$ cat src/rtl/cvd_pkg.sv
// Shared handler-select encoding for the call vector dispatcher.
// Assumes fixed exception indices equal their select code.
package cvd_pkg;
    localparam int SEL_W     = 4;
    localparam int NUM_FIXED = 11;
    localparam logic [SEL_W-1:0] SEL_CALL = 4'd11;
    localparam logic [SEL_W-1:0] SEL_NONE = 4'd15;
    localparam logic [7:0]       FN_HIGH  = 8'h80;
endpackage

$ cat src/rtl/cvd_classify.sv
// Classifies an exception index as a fixed vector, a low-window call,
// a high-window call or an unmapped value. Purely combinational.
// Assumes each window spans 128 entries of 2**STRIDE_SH index units.
module cvd_classify #(
    parameter int IDX_W     = 16,
    parameter int LO_BASE   = 'h2000,
    parameter int HI_BASE   = 'h4000,
    parameter int STRIDE_SH = 6
) (
    input  logic [IDX_W-1:0]         idx,
    output logic [cvd_pkg::SEL_W-1:0] sel,
    output logic [7:0]               fn,
    output logic                     is_call,
    output logic                     bad
);
    import cvd_pkg::*;

    localparam int HI_END = HI_BASE + (128 << STRIDE_SH);
    localparam logic [IDX_W-1:0] FIX_LIM = IDX_W'(NUM_FIXED);
    localparam logic [IDX_W-1:0] LO_IDX  = IDX_W'(LO_BASE);
    localparam logic [IDX_W-1:0] HI_IDX  = IDX_W'(HI_BASE);
    localparam logic [IDX_W-1:0] END_IDX = IDX_W'(HI_END);

    logic [IDX_W-1:0] lo_off, hi_off, lo_sh, hi_sh;

    // Offsets into each window, scaled down by the entry stride
    always_comb begin
        lo_off = idx - LO_IDX;
        hi_off = idx - HI_IDX;
        lo_sh  = lo_off >> STRIDE_SH;
        hi_sh  = hi_off >> STRIDE_SH;
    end

    // Range decode and code construction
    always_comb begin
        sel     = SEL_NONE;
        fn      = 8'd0;
        is_call = 1'b0;
        bad     = 1'b0;
        if (idx < FIX_LIM) begin
            sel = idx[SEL_W-1:0];
        end else if (idx >= LO_IDX && idx < HI_IDX) begin
            sel     = SEL_CALL;
            fn      = lo_sh[7:0];
            is_call = 1'b1;
        end else if (idx >= HI_IDX && idx < END_IDX) begin
            sel     = SEL_CALL;
            fn      = hi_sh[7:0] + FN_HIGH;
            is_call = 1'b1;
        end else begin
            bad = 1'b1;
        end
    end
endmodule

$ cat src/rtl/cvd_priv_check.sv
// Decides whether a call code may run in the current mode.
// Assumes codes below 0x80 are kernel-only; kernel mode is a zero mode field.
module cvd_priv_check #(
    parameter int STAT_W = 8
) (
    input  logic              is_call,
    input  logic [7:0]        fn,
    input  logic [STAT_W-1:0] status,
    output logic              violation
);
    logic user_mode;

    // Non-kernel when any mode bit above bit 2 is set
    always_comb begin
        user_mode = |status[STAT_W-1:3];
        violation = is_call && !fn[7] && user_mode;
    end
endmodule

$ cat src/rtl/call_vector_dispatch.sv
// Top: registered dispatch of an exception index into handler select,
// call code, privilege error and cleaned return address.
// Assumes a single-entry output register with valid/ready on both sides.
module call_vector_dispatch #(
    parameter int IDX_W     = 16,
    parameter int STAT_W    = 8,
    parameter int ADDR_W    = 64,
    parameter int LO_BASE   = 'h2000,
    parameter int HI_BASE   = 'h4000,
    parameter int STRIDE_SH = 6
) (
    input  logic              clk,
    input  logic              rst_n,
    input  logic              in_valid,
    output logic              in_ready,
    input  logic [IDX_W-1:0]  in_idx,
    input  logic [STAT_W-1:0] in_status,
    input  logic [ADDR_W-1:0] in_pc,
    output logic              out_valid,
    input  logic              out_ready,
    output logic [3:0]        out_sel,
    output logic [7:0]        out_fn,
    output logic              out_priv_err,
    output logic              out_bad_idx,
    output logic [ADDR_W-1:0] out_ret_addr
);
    import cvd_pkg::*;

    logic [SEL_W-1:0] c_sel, n_sel;
    logic [7:0]       c_fn;
    logic             c_call, c_bad, c_viol, take;

    cvd_classify #(
        .IDX_W(IDX_W), .LO_BASE(LO_BASE), .HI_BASE(HI_BASE), .STRIDE_SH(STRIDE_SH)
    ) u_cls (
        .idx(in_idx), .sel(c_sel), .fn(c_fn), .is_call(c_call), .bad(c_bad)
    );

    cvd_priv_check #(.STAT_W(STAT_W)) u_priv (
        .is_call(c_call), .fn(c_fn), .status(in_status), .violation(c_viol)
    );

    // Handshake and final select with the call suppressed on violation
    always_comb begin
        in_ready = !out_valid || out_ready;
        take     = in_valid && in_ready;
        n_sel    = c_viol ? SEL_NONE : c_sel;
    end

    // Output register: load on accept, clear valid when consumed
    always_ff @(posedge clk) begin
        if (!rst_n) begin
            out_valid    <= 1'b0;
            out_sel      <= SEL_NONE;
            out_fn       <= 8'd0;
            out_priv_err <= 1'b0;
            out_bad_idx  <= 1'b0;
            out_ret_addr <= '0;
        end else if (take) begin
            out_valid    <= 1'b1;
            out_sel      <= n_sel;
            out_fn       <= c_fn;
            out_priv_err <= c_viol;
            out_bad_idx  <= c_bad;
            out_ret_addr <= {in_pc[ADDR_W-1:1], 1'b0};
        end else if (out_ready) begin
            out_valid    <= 1'b0;
        end
    end


    stall_hold_chk: assert property (@(posedge clk) disable iff (!rst_n)
        out_valid && !out_ready |=> out_valid && $stable(out_sel) && $stable(out_fn)
            && $stable(out_ret_addr) && $stable(out_priv_err) && $stable(out_bad_idx));

    accept_valid_chk: assert property (@(posedge clk) disable iff (!rst_n)
        in_valid && in_ready |=> out_valid);

    viol_sel_chk: assert property (@(posedge clk) disable iff (!rst_n)
        out_valid && out_priv_err |-> out_sel == SEL_NONE && !out_fn[7]);

    bad_sel_chk: assert property (@(posedge clk) disable iff (!rst_n)
        out_valid && out_bad_idx |-> out_sel == SEL_NONE && !out_priv_err);

    ret_even_chk: assert property (@(posedge clk) disable iff (!rst_n)
        out_valid |-> !out_ret_addr[0]);
endmodule

$ cat config.mk
export PLATFORM = sky130hd
export DESIGN_NAME = call_vector_dispatch
export DESIGN_NICKNAME = d
export VERILOG_FILES = /design/src/rtl/cvd_pkg.sv /design/src/rtl/cvd_classify.sv /design/src/rtl/cvd_priv_check.sv /design/src/rtl/call_vector_dispatch.sv
export SDC_FILE = /design/constraint.sdc
export NUM_CORES = 1
export LEC_CHECK = 0
export BUFFER_PORTS_ARGS = -buffer_cell sky130_fd_sc_hd__buf_2
export CAP_MARGIN = 20
export CORE_MARGIN = 5
export CORE_UTILIZATION = 47
export CTS_CLUSTER_DIAMETER = 120
export DETAILED_ROUTE_END_ITERATION = 7
export PLACE_DENSITY = 0.82
export SLEW_MARGIN = 20
export SYNTH_ARGS = -nofsm -noshare
export SYNTH_HDL_FRONTEND = slang
export SYNTH_SLANG_ARGS = --single-unit
$ cat constraint.sdc
create_clock -name clk -period 4.2 [get_ports clk]
set_clock_uncertainty 0.05 [all_clocks]
set_input_delay 1.05 -clock clk [delete_from_list [all_inputs] [get_ports clk]]
set_output_delay 1.05 -clock clk [all_outputs]
set_load 0.05 [all_outputs]
**Word-level counts from Yosys, hierarchy flattened**

Index checks and enable logic that the tools add are counted.
Widths: inputs -> output; s select.

- Memories: 0
- Bits in read-only memories: 0
- Output and inout port bits: 80
- Latch bits: 0
- Register bits: 78
- RAM bits: 0

- Eq/ne operators: 0
- Multiplexer cells: 15
- Divide/modulo/power cells: 0
- Reduce and logical (&&, ||, !) cells: 10
- Shift operators: 0
- $lt $le $gt $ge: 5
- Add/sub/neg operators: 3
- Bitwise logic cells: 0
- Multiply operators: 0

Operators with widths:

| kind | number |
|---|---|
| $lt 16x15->1 const B | 2 |
| $mux 8 | 3 |
| $ge 16x14->1 const B | 1 |
| $ge 16x15->1 const B | 1 |
| $lt 16x4->1 const B | 1 |
| $sub 14x1->14 const B | 1 |
| $sub 14x14->14 const B | 1 |
| $mux 4 | 3 |
| $add 8x8->8 const B | 1 |
| $mux 1 | 8 |
| $logic_and 1x1->1 | 5 |
| $reduce_or 5->1 | 1 |
| $mux 3 | 1 |
| $logic_not 1->1 | 2 |
| $reduce_bool 2->1 | 1 |
| $logic_or 1x1->1 | 1 |

**Logic depth before layout (Yosys ltp)**

Gate-level depths: netlist (run 1).

- Word-level depth: 9
- Mapped depth: 8

**By module**

From an unflattened synthesis (run 1), not the netlist that was laid out.

- Cell total of the unflattened synthesis: 367
- Area total of the unflattened synthesis: 3414.5 sq um

By module, submodules not included:

| module | sequential area each (sq um) | times used | area an instance (sq um) | cells each |
|---|---|---|---|---|
| call_vector_dispatch | 1561.5 | 1 | 3195.6 | 341 |
| cvd_classify | 0.0 | 1 | 186.4 | 22 |
| cvd_priv_check | 0.0 | 1 | 32.5 | 4 |

**Worst setup path after synthesis (run 1)**

OpenSTA, ideal clock, no wires.

- Path type: input to output
- From: input port out_ready
- To: output port in_ready
- Arrival time: 1.350 ns
- Required time: 3.100 ns
- Setup slack: 1.750 ns
- Cell stages on the path: 2
- Cells stage by stage: nor2b_4 > inv_2

- Word-level cells in the longest chain between the ends: 1

RTL lines:

| what | RTL line | text |
|---|---|---|
| from (decl) | call_vector_dispatch.sv:20 | `input logic out_ready,` |
| $logic_or 1x1->1 | call_vector_dispatch.sv:45 | `in_ready = !out_valid \|\| out_ready;` |
| to (decl) | call_vector_dispatch.sv:15 | `output logic in_ready,` |

No other way between the ends.

**Worst setup path in the final report (run 1)**

Same ends and word-level chain as after synthesis.

==> impl_metrics.sql, run 1 <==
INSERT INTO impl_metrics (metric_group, metric, value, unit) VALUES
('yosys', 'synth.lib_cells_used.distinct', '30', ''),
('sta', 'finalWorstPathRequiredPeriod', '2.74', 'ns'),
('placed_design', 'io_buffer_count', '166', ''),
('setup_path', 'arrival', '1.64', 'ns'),
('yosys', 'synth.avg_cell_area', '8.73', 'µm²'),
('yosys', 'postSynthRegisterBits', '78', ''),
('drt', 'drt_iter0_drc', '81', ''),
('cts', 'max_clock_buf_depth', '2', ''),
('yosys', 'gate_count_post_synth', '344', ''),
('global_route', 'grt_residual_overflow', '0', ''),
('hold_path', 'hp-class', 'reg -> reg', ''),
('setup_path', 'worst-r2r-cell-count', '6', ''),
('sta', 'period_share', '65.2', '%'),
('setup_path', 'critical_path_required_time', '3.10', 'ns'),
('yosys', 'postSynthNetCount', '436', ''),
('setup_path', 'r2r_start', 'out_valid$_SDFFE_PN0P_', ''),
('power_and_ir_drop', 'seq_power_share', '48.2', '%'),
('yosys', 'synth.yosys.seq_area_share', '52.0', '%'),
('drt', 'count_of_nets_left_with_antenna_violations_after_detail_routing', '0', ''),
('drt', 'drt-wirelength-per-cell', '13.0', 'µm'),
('yosys', 'synth_enable_flop_cells', '0', ''),
('power_and_ir_drop', 'power_leakage', '1.89', 'nW'),
('global_route', 'maximum_number_of_pins_on_one_net_before_global_route_repair', '69', ''),
('drt', 'pre_antenna_drt_iters', '4', ''),
('layout', 'final_net_count', '591', ''),
('sta', 'post-route-worst-setup-slack', '1.46', 'ns'),
('drt', 'routed-wl-met2', '3640', 'µm'),
('cts', 'number_of_buffers_inserted_by_hold_repair_at_cts', '0', ''),
('floorplanning', 'boundaryPins', '172', ''),
('sta', 'setup_tns', '0', 'ns'),
('hold_path', 'worst_hold_endpoint', 'out_ret_addr[27]$_SDFFE_PN0P_', ''),
('cts', 'tritoncts', 'done', ''),
('cts', 'post_cts_resize_count', '0', ''),
('floorplanning', 'die_area', '0.00808', 'mm²'),
('sta', 'finalHoldViolCount', '0', ''),
('cts', 'post_cts.repair.setup_buffers', '0', ''),
('power_and_ir_drop', 'power_report.internal_total', '1.15', 'mW'),
('yosys', 'most_common_flop_cell_mapped_by_yosys', 'sky130_fd_sc_hd__dfxtp_1', ''),
('cts', 'clkTransAtPathRegs', '0.07', 'ns'),
('power_and_ir_drop', 'clkPwrFrac', '32.1', '%'),
('global_route', 'global_route.usage.total', '17.9', '%'),
('setup_path', 'critical_path.reg2reg.endpoint', 'out_ret_addr[62]$_SDFFE_PN0P_', ''),
('layout', 'antenna_cells_inserted', '0', ''),
('yosys', 'yosysWarnings', '0', ''),
('sta', 'report.final.setup_viol', '0', ''),
('power_and_ir_drop', 'pwrdens', '414', 'mW/mm²'),
('layout', 'final_core_util', '63.6', '%'),
('cts', 'clock_sink_count', '78', ''),
('placed_design', 'placed_wire_length_estimate', '5480', 'µm'),
('drt', 'route.met3.wl', '736', 'µm'),
('floorplanning', 'die_height', '89.9', 'µm'),
('yosys', 'netlist_area', '0.00300', 'mm²'),
('hold_path', 'worstHoldStart', 'out_ret_addr[27]$_SDFFE_PN0P_', ''),
('setup_path', 'end_kind', 'primary output', ''),
('floorplanning', 'placeableCoreArea', '0.00628', 'mm²'),
('floorplanning', 'rows', '29', ''),
('sta', 'timing.fmax', '365', 'MHz'),
('drt', 'drt-vias-per-instance', '4.82', ''),
('drt', 'routed-via-count', '2803', ''),
('cts', 'clockRootBuffer', 'sky130_fd_sc_hd__clkbuf_8', ''),
('cts', 'cts.htree.levels', '3', ''),
('drt', 'top_sig_layer', 'met4', ''),
('hold_path', 'min_path_cells', '2', ''),
('setup_path', 'setup.worst_path.start_class', 'input pin', ''),
('job', 'max_cap_viol_count', '0', ''),
('drt', 'drc', '0', ''),
('status', 'run_status', 'complete, no violations', ''),
('drt', 'wl', '7560', 'µm'),
('setup_path', 'r2r_setup_slack', '2.20', 'ns'),
('cts', 'clk_latency', '0.33', 'ns'),
('power_and_ir_drop', 'switching_power', '506', 'µW');
-- through the flow --
stage / area (µm²) / hold slack [ns] / power, mW / std cells
5_1_grt: 3990 / 0.424 / 1.73 / 581
6_report: 3990 / 0.400 / 1.65 / 581
4_1_cts: 3990 / 0.402 / 1.67 / 581
3_5_place_dp: 3810 / 0.392 / 1.14 / 565
3_3_place_gp: 3810 / 0.388 / 1.14 / 565
2_1_floorplan: 3000 / 0.620 / 1.05 / 344
-- routing by layer --
metal	track usage, %	vias to the layer above
met5	0	-
li1	-	1435
met4	6.45	0
met3	7.10	9
met2	30.5	110
met1	20.2	1249
-- state kept, by name, summed over array words and instances, names as in the netlist --
signal and count:
out_valid 1, out_sel 4, out_priv_err 1, out_ret_addr 63, out_fn 8, out_bad_idx 1
-- how the worst max path moves through the flow --
| stage | cells after the start | endpoint | slack [ns] | start |
|---|---|---|---|---|
| 2_1_floorplan | 2 | in_ready | 1.75 | out_ready |
| 3_3_place_gp | 7 | out_ret_addr[7]$_SDFFE_PN0P_ | 1.43 | out_ready |
| 3_5_place_dp | 7 | out_ret_addr[62]$_SDFFE_PN0P_ | 1.37 | out_ready |
| 4_1_cts | 4 | in_ready | 1.46 | out_ready |
| 5_1_grt | 4 | in_ready | 1.43 | out_ready |
| 6_report | 4 | in_ready | 1.46 | out_ready |
-- critical path, cell delays in order --
cell and delay, ns:
sky130_fd_sc_hd__buf_2 0.11, sky130_fd_sc_hd__nor2b_4 0.18, sky130_fd_sc_hd__inv_2 0.08, sky130_fd_sc_hd__buf_2 0.21
-- power by group through the flow --
stage,clock [mW],combinational [mW],sequential (mW)
after floorplan,0,0.0980,0.950
after global routing,0.577,0.350,0.801
after CTS,0.544,0.330,0.796
after global placement,0,0.325,0.811
final,0.530,0.326,0.796
after detailed placement,0,0.329,0.813
-- area by class of cell --
type | instances | area [µm²]
clock buffer | 12 | 135
tap | 77 | 96.3
timing repair buffer | 169 | 853
fill | 570 | 2280
multi-input combinational | 237 | 1280
clock inverter | 4 | 47.5
inverter | 4 | 15.0
sequential | 78 | 1560
-- cell usage after synthesis, drive strengths merged, types with 3 or more instances --
master | instances | area, µm²
nand2 | 128 | 483
dfxtp | 78 | 1560
inv | 4 | 15.0
nor2b | 11 | 76.3
nor4 | 3 | 18.8
a21boi | 63 | 473
a31oi | 3 | 18.8
nor3b | 3 | 22.5
buf | 16 | 108
a22oi | 9 | 72.6
clkbuf | 9 | 33.8
nor3 | 4 | 31.3
-- kinds of logic (layout without fill, tap and decap cells) --
kind of cell	after synthesis	count (layout)	share of synthesized area [%]
xor gates and xnor gates	1	1	0.292
and+or+nand+nor	152	152	21.8
AOI/OAI and AO/OA	83	83	20.6
buffers and inverters	29	189	5.21
DFF	78	78	52.0
other	1	1	0.125
(Power assumes the default switching activity.)
==> inputs of run 2 (changes only) <==
Settings changed: ABC_AREA set to 1, CORE_UTILIZATION 47 to 43, PLACE_DENSITY 0.82 to 0.77.
Clock period 4.2 ns to 2.6 ns, I/O delays scaled along.
==> impl_metrics.sql, run 2 <==
INSERT INTO impl_metrics (metric_group, metric, value, unit) VALUES
('setup_path', 'critical_path_peak_fanout', '3', ''),
('job', 'max_cap_viol_count', '0', ''),
('status', 'run_status', 'complete, no violations', ''),
('cts', 'post_cts_resize_count', '0', ''),
('drt', 'wl', '7940', 'µm'),
('placed_design', 'io_buffer_count', '166', ''),
('floorplanning', 'initial_core_util', '44.6', '%'),
('floorplanning', 'die_area', '0.00839', 'mm²'),
('sta', 'count_of_pins_over_their_slew_limit', '0', ''),
('sta', 'final.hold.worst_slack', '0.417', 'ns'),
('global_route', 'number_of_antenna_violations_at_the_first_check_in_global_routing', '0', ''),
('sta', 'setup_tns', '0', 'ns'),
('floorplanning', 'floorplan.die.width', '91.6', 'µm'),
('yosys', 'synth_most_common_cell', 'sky130_fd_sc_hd__nor2_1', ''),
('cts', 'clk_latency', '0.33', 'ns'),
('floorplanning', 'placeableCoreArea', '0.00642', 'mm²'),
('yosys', 'synth_compound_gate_area_share', '14.0', '%'),
('drt', 'pre_antenna_drt_iters', '4', ''),
('sta', 'timing.fmax', '548', 'MHz'),
('yosys', 'combinational_family_with_the_most_area_after_synthesis', 'simple AND/OR/NAND/NOR gates', ''),
('yosys', 'synth.avg_cell_area', '7.66', 'µm²'),
('cts', 'clockRootBuffer', 'sky130_fd_sc_hd__clkbuf_8', ''),
('layout', 'final_layout_size_suffix_gt1_share', '36.2', '%'),
('layout', 'antenna_cells_inserted', '0', ''),
('setup_path', 'worst-r2r-cell-count', '6', ''),
('cts', 'clock_sink_count', '78', ''),
('yosys', 'synth_top_cells_by_count', '136 x sky130_fd_sc_hd__nor2_1, 78 x sky130_fd_sc_hd__dfxtp_1, 57 x sky130_fd_sc_hd__o21ai_0', ''),
('setup_path', 'critical_path_required_time', '1.90', 'ns'),
('drt', 'drt_iter0_drc', '90', ''),
('cts', 'max_clock_buf_depth', '2', ''),
('layout', 'regMostFlops', 'out_ret_addr', ''),
('drt', 'count_of_nets_left_with_antenna_violations_after_detail_routing', '0', ''),
('drt', 'drt-wirelength-per-cell', '13.0', 'µm'),
('sta', 'tightest_slew', '0.550', 'ns'),
('sta', 'rsz0062_at_grt', 'no', ''),
('yosys', 'post_synth_mux_area_share', '0', '%'),
('cts', 'tritoncts', 'done', ''),
('setup_path', 'r2r_setup_slack', '0.93', 'ns'),
('power_and_ir_drop', 'power_frac_comb', '22.5', '%'),
('yosys', 'synth.yosys.seq_area_share', '54.5', '%'),
('global_route', 'via_count_of_the_first_global_routing_pass', '2775', ''),
('sta', 'finalHoldViolCount', '0', ''),
('setup_path', 'worst_path_most_repeated_cell', 'sky130_fd_sc_hd__buf_2', ''),
('power_and_ir_drop', 'sw_frac_of_total', '32.6', '%'),
('setup_path', 'arrival', '1.13', 'ns'),
('power_and_ir_drop', 'power_report.internal_total', '2.02', 'mW'),
('yosys', 'postSynthRegisterBits', '78', ''),
('power_and_ir_drop', 'power_leakage', '1.99', 'nW'),
('power_and_ir_drop', 'pwrdens', '763', 'mW/mm²'),
('layout', 'largest_register_ff_count', '63', ''),
('setup_path', 'critical_path.reg2reg.endpoint', 'out_ret_addr[61]$_SDFFE_PN0P_', ''),
('sta', 'period_share', '70.2', '%'),
('setup_path', 'r2r_start', 'out_valid$_SDFFE_PN0P_', ''),
('cts', 'cts_buffer_count', '9', ''),
('sta', 'report.final.setup_viol', '0', ''),
('yosys', 'netlist_area', '0.00286', 'mm²'),
('layout', 'final_net_count', '623', ''),
('yosys', 'yosysWarnings', '0', ''),
('sta', 'slew-limit-headroom', '63.4', '%'),
('drt', 'drt-vias-per-instance', '4.77', ''),
('yosys', 'simple_gate_share_of_the_synthesized_area', '25.4', '%'),
('setup_path', 'cp_slowest_stage_delay', '0.27', 'ns'),
('layout', 'largest_registers', 'out_ret_addr (63), out_fn (8), out_sel (4)', ''),
('floorplanning', 'boundaryPins', '172', ''),
('floorplanning', 'rows', '29', ''),
('setup_path', 'timing.critical_path.cells', 'buf_2 > inv_2 > nand2_2 > buf_2', ''),
('floorplanning', 'die_height', '91.6', 'µm'),
('layout', 'area.growth.synth_to_final', '36.8', '%'),
('power_and_ir_drop', 'seq_power_share', '44.2', '%'),
('yosys', 'synth.area.top_cells', 'sky130_fd_sc_hd__dfxtp_1 55%, sky130_fd_sc_hd__nor2_1 18%, sky130_fd_sc_hd__o21ai_0 10%', ''),
('global_route', 'grt_first_pass_wirelength', '12700', 'µm'),
('sta', 'finalWorstPathRequiredPeriod', '1.83', 'ns'),
('global_route', 'maximum_number_of_pins_on_one_net_before_global_route_repair', '67', ''),
('setup_path', 'timing.setup.critical_path_class', 'in -> out', ''),
('yosys', 'async_flop_share', '0', '%'),
('power_and_ir_drop', 'power.ir.vdd_worst', '0.398', 'mV'),
('yosys', 'synth_enable_flop_cells', '0', ''),
('setup_path', 'worst_setup_path_startpoint', 'out_ready', ''),
('setup_path', 'endpoint', 'in_ready', ''),
('yosys', 'yosys.area_share.adder', '0', '%'),
('setup_path', 'critPathSlowestCell', 'sky130_fd_sc_hd__buf_2', ''),
('cts', 'cts.htree.levels', '3', ''),
('cts', 'post_cts.repair.setup_buffers', '0', ''),
('yosys', 'gate_count_post_synth', '374', ''),
('cts', 'number_of_buffers_inserted_by_hold_repair_at_cts', '0', ''),
('yosys', 'postSynthNetCount', '466', ''),
('yosys', 'synth_largest_area_cell', 'sky130_fd_sc_hd__dfxtp_1', ''),
('sta', 'post-route-worst-setup-slack', '0.775', 'ns'),
('layout', 'layout_common_cells', '166 x sky130_fd_sc_hd__buf_2, 136 x sky130_fd_sc_hd__nor2_1, 78 x sky130_fd_sc_hd__dfxtp_1', ''),
('layout', 'layout_commonest_cell', 'sky130_fd_sc_hd__buf_2', ''),
('drt', 'drc', '0', ''),
('power_and_ir_drop', 'clkPwrFrac', '33.3', '%'),
('power_and_ir_drop', 'switching_power', '975', 'µW'),
('setup_path', 'end_kind', 'primary output', ''),
('global_route', 'grt_residual_overflow', '0', ''),
('cts', 'clkTransAtPathRegs', '0.07', 'ns'),
('global_route', 'global_route.usage.total', '18.4', '%'),
('placed_design', 'worst_slack_at_placement', '0.485', 'ns'),
('yosys', 'synth_top_cell_area_share', '54.5', '%'),
('placed_design', 'gpl_congestion', '0.780', ''),
('hold_path', 'hp-class', 'reg -> reg', ''),
('setup_path', 'setup.worst_path.start_class', 'input pin', ''),
('yosys', 'most_common_flop_cell_mapped_by_yosys', 'sky130_fd_sc_hd__dfxtp_1', ''),
('yosys', 'post_synth_xor_area_fraction', '0', '%'),
('yosys', 'synth.lib_cells_used.distinct', '21', ''),
('placed_design', 'placed_wire_length_estimate', '5700', 'µm'),
('drt', 'routed-via-count', '2923', '');
## run 2: changes by cell type after synthesis, sizes merged, moves of 11 or more
cell / delta
nand2: -102
nor2: +137
a21oi: +11
a21boi: -63
nand3: +18
o21ai: +62
nor2b: -11
## run 2: layout make-up
cell class	count	area (µm²)
inverter	10	37.5
sequential	78	1560
clock buffer	10	138
tap	77	96.3
clock inverter	6	85.1
timing repair buffer	171	868
multi-input combinational	261	1130
fill	620	2500
## run 2: worst min path at each step
stage          slack, ns                 startpoint  cells after the start                   endpoint
4_1_cts             0.42     out_fn[0]$_SDFFE_PN0P_                      2     out_fn[0]$_SDFFE_PN0P_
2_1_floorplan       0.64     out_fn[0]$_SDFFE_PN0P_                      2     out_fn[0]$_SDFFE_PN0P_
6_report            0.42    out_sel[3]$_SDFFE_PN1P_                      2    out_sel[3]$_SDFFE_PN1P_
3_3_place_gp        0.40    out_sel[3]$_SDFFE_PN1P_                      2    out_sel[3]$_SDFFE_PN1P_
3_5_place_dp        0.40    out_sel[3]$_SDFFE_PN1P_                      2    out_sel[3]$_SDFFE_PN1P_
5_1_grt             0.44  out_priv_err$_SDFFE_PN0P_                      2  out_priv_err$_SDFFE_PN0P_
## run 2: worst max-delay path, delay by kind of cell
kind | cells | cell delay [ns]
buffers and inverters | 3 | 0.39
AND/OR/NAND/NOR | 1 | 0.09
## run 2: power by group through the flow
stage	combinational, mW	sequential (mW)	clock (mW)
after floorplan	0.184	1.65	0
after global placement	0.670	1.34	0
after detailed placement	0.677	1.35	0
after CTS	0.679	1.32	1.02
after global routing	0.724	1.33	1.08
final	0.673	1.32	0.997
## run 2: metrics by stage
stage	power [mW]	utilization, %	area (µm²)	instances
2_1_floorplan	1.84	-	2860	374
3_5_place_dp	2.03	57.5	3700	597
3_3_place_gp	2.01	57.5	3700	597
6_report	2.99	61.0	3920	613
4_1_cts	3.03	61.0	3920	613
5_1_grt	3.13	61.0	3920	613
## run 2: kinds of logic after synthesis
| logic type | count (synthesis) |
|---|---|
| AOI/OAI and AO/OA | 77 |
| other | 1 |
| buffers and inverters | 35 |
| DFF | 78 |
| and+or+nand+nor | 183 |
## run 2: routing by layer
layer  global-route usage (%)  share of wire [%]
met1                     20.4                 42
met2                     31.6                 46
met3                     6.79                 11
met4                     7.66                2.0
met5                        0                  0
==> inputs of run 3 (changes only) <==
Clock period 2.6 ns to 1.7 ns, I/O delays scaled along.
==> impl_metrics.sql, run 3 (same netlist as run 2, synthesis figures left out) <==
INSERT INTO impl_metrics (metric_group, metric, value, unit) VALUES
('drt', 'pre_antenna_drt_iters', '4', ''),
('sta', 'setup_tns', '0', 'ns'),
('cts', 'clockRootBuffer', 'sky130_fd_sc_hd__clkbuf_8', ''),
('cts', 'post_cts_resize_count', '0', ''),
('layout', 'regMostFlops', 'out_ret_addr', ''),
('placed_design', 'placed_wire_length_estimate', '5720', 'µm'),
('layout', 'final_cell_area', '0.00396', 'mm²'),
('sta', 'count_of_pins_over_their_slew_limit', '0', ''),
('sta', 'final.hold.worst_slack', '0.269', 'ns'),
('floorplanning', 'floorplan.die.width', '91.6', 'µm'),
('sta', 'finalWorstPathRequiredPeriod', '1.50', 'ns'),
('setup_path', 'worst_setup_path_startpoint', 'out_valid$_SDFFE_PN0P_', ''),
('global_route', 'gr-usage-met1', '20.2', '%'),
('layout', 'antenna_cells_inserted', '0', ''),
('sta', 'period_share', '88.4', '%'),
('layout', 'largest_register_ff_count', '63', ''),
('setup_path', 'worst_path_dominant_cell_family', 'flip-flops', ''),
('floorplanning', 'boundaryPins', '172', ''),
('cts', 'post_cts.repair.setup_buffers', '0', ''),
('setup_path', 'critical_path_required_time', '1.22', 'ns'),
('setup_path', 'r2r_setup_slack', '0.37', 'ns'),
('global_route', 'grt_residual_overflow', '0', ''),
('layout', 'largest_registers', 'out_ret_addr (63), out_fn (8), out_sel (4)', ''),
('placed_design', 'gpl_congestion', '0.769', ''),
('cts', 'clock_sink_count', '78', ''),
('status', 'run_status', 'complete, no violations', ''),
('setup_path', 'endpoint', 'in_ready', ''),
('floorplanning', 'die_height', '91.6', 'µm'),
('setup_path', 'critical_path_peak_fanout', '3', ''),
('sta', 'finalHoldViolCount', '0', ''),
('setup_path', 'critPathSlowestCell', 'sky130_fd_sc_hd__dfxtp_2', ''),
('layout', 'final_core_util', '61.7', '%'),
('layout', 'layout_commonest_cell', 'sky130_fd_sc_hd__buf_2', ''),
('cts', 'tritoncts', 'done', ''),
('setup_path', 'timing.critical_path.cells', 'nand2_2 > buf_2', ''),
('power_and_ir_drop', 'power.ir.vdd_worst', '0.596', 'mV'),
('placed_design', 'io_buffer_count', '166', ''),
('power_and_ir_drop', 'pwrdens', '1200', 'mW/mm²'),
('global_route', 'global_route.usage.total', '18.4', '%'),
('setup_path', 'crit_buf_inv', '1', ''),
('cts', 'cts_buffer_count', '9', ''),
('hold_path', 'hp-class', 'in -> reg', ''),
('drt', 'drt_iter0_drc', '99', ''),
('sta', 'rsz0062_at_grt', 'no', ''),
('cts', 'number_of_buffers_inserted_by_hold_repair_at_cts', '0', ''),
('drt', 'routed-via-count', '2950', ''),
('cts', 'clk_latency', '0.34', 'ns'),
('global_route', 'via_count_of_the_first_global_routing_pass', '2800', ''),
('power_and_ir_drop', 'power_leakage', '2.02', 'nW'),
('layout', 'layout_common_cells', '166 x sky130_fd_sc_hd__buf_2, 136 x sky130_fd_sc_hd__nor2_1, 77 x sky130_fd_sc_hd__dfxtp_1', ''),
('global_route', 'grt_busiest_layer', 'met2', ''),
('job', 'max_cap_viol_count', '0', ''),
('cts', 'clkTransAtPathRegs', '0.08', 'ns'),
('cts', 'max_clock_buf_depth', '2', ''),
('drt', 'wl', '7880', 'µm'),
('drt', 'drc', '0', ''),
('drt', 'drt-wirelength-per-cell', '12.8', 'µm'),
('floorplanning', 'initial_core_util', '44.6', '%'),
('layout', 'area.growth.synth_to_final', '38.4', '%'),
('layout', 'final_layout_size_suffix_gt1_share', '36.5', '%'),
('global_route', 'number_of_antenna_violations_at_the_first_check_in_global_routing', '0', ''),
('sta', 'timing.fmax', '666', 'MHz'),
('setup_path', 'critical_path.reg2reg.endpoint', 'out_priv_err$_SDFFE_PN0P_', ''),
('global_route', 'grt_first_pass_wirelength', '12700', 'µm'),
('setup_path', 'timing.setup.critical_path_class', 'reg -> out', ''),
('floorplanning', 'placeableCoreArea', '0.00642', 'mm²'),
('layout', 'final_net_count', '624', ''),
('global_route', 'globalRouteMet2Util', '31.6', '%'),
('setup_path', 'path_depth', '2', ''),
('sta', 'report.final.setup_viol', '0', ''),
('drt', 'drt-vias-per-instance', '4.80', ''),
('setup_path', 'cp_slowest_stage_delay', '0.33', 'ns'),
('setup_path', 'arrival', '1.03', 'ns'),
('cts', 'cts.htree.levels', '3', ''),
('placed_design', 'placed_area', '0.00372', 'mm²'),
('power_and_ir_drop', 'power_total', '4.74', 'mW'),
('setup_path', 'worst-r2r-cell-count', '6', ''),
('floorplanning', 'die_area', '0.00839', 'mm²'),
('drt', 'count_of_nets_left_with_antenna_violations_after_detail_routing', '0', ''),
('floorplanning', 'rows', '29', ''),
('setup_path', 'end_kind', 'primary output', ''),
('setup_path', 'r2r_start', 'out_valid$_SDFFE_PN0P_', ''),
('setup_path', 'setup.worst_path.start_class', 'flop', ''),
('global_route', 'grt_use_met3', '6.96', '%'),
('global_route', 'maximum_number_of_pins_on_one_net_before_global_route_repair', '56', '');
==> run 3: worst reg2reg max path: stages (launching register included) <==
cell and delay [ns]:
sky130_fd_sc_hd__dfxtp_2 0.33, sky130_fd_sc_hd__nand2_2 0.09, sky130_fd_sc_hd__nand2_4 0.13, sky130_fd_sc_hd__inv_2 0.11
sky130_fd_sc_hd__buf_12 0.24, sky130_fd_sc_hd__nand4_1 0.16, sky130_fd_sc_hd__a21oi_1 0.15
==> run 3: how the worst min path moves through the flow <==
stage | startpoint | end | slack (ns) | cells past startpoint
6_report | in_pc[18] | out_ret_addr[18]$_SDFFE_PN0P_ | 0.27 | 3
3_3_place_gp | out_fn[3]$_SDFFE_PN0P_ | out_fn[3]$_SDFFE_PN0P_ | 0.40 | 2
5_1_grt | in_pc[18] | out_ret_addr[18]$_SDFFE_PN0P_ | 0.27 | 3
3_5_place_dp | out_fn[3]$_SDFFE_PN0P_ | out_fn[3]$_SDFFE_PN0P_ | 0.41 | 2
2_1_floorplan | in_pc[14] | out_ret_addr[14]$_SDFFE_PN0P_ | 0.52 | 2
4_1_cts | in_pc[18] | out_ret_addr[18]$_SDFFE_PN0P_ | 0.26 | 3
==> run 3: routing by layer <==
metal  vias up  part of all wire, %
li1       1503                    -
met1      1309                   39
met2       127                   48
met3        11                   11
met4         0                  1.6
met5         -                    0
==> run 3: through the flow <==
step	setup WS, ns	std cells
2_1_floorplan	0.187	374
3_3_place_gp	0.180	598
3_5_place_dp	0.162	598
4_1_cts	0.176	614
5_1_grt	0.148	614
6_report	0.198	614
==> run 3: power breakdown <==
part | internal [mW] | switching [mW]
Sequential | 1.96 | 0.0601
Clock | 1.01 | 0.668
Combinational | 0.268 | 0.767
==> run 3: area by class of cell <==
class | instances | area [µm²]
fillers | 600 | 2460
flip-flops and latches | 78 | 1560
multi-input cells | 261 | 1130
repair buffers | 172 | 888
clock buffers | 10 | 138
clock inverters | 6 | 109
well taps | 77 | 96.3
inverters | 10 | 37.5
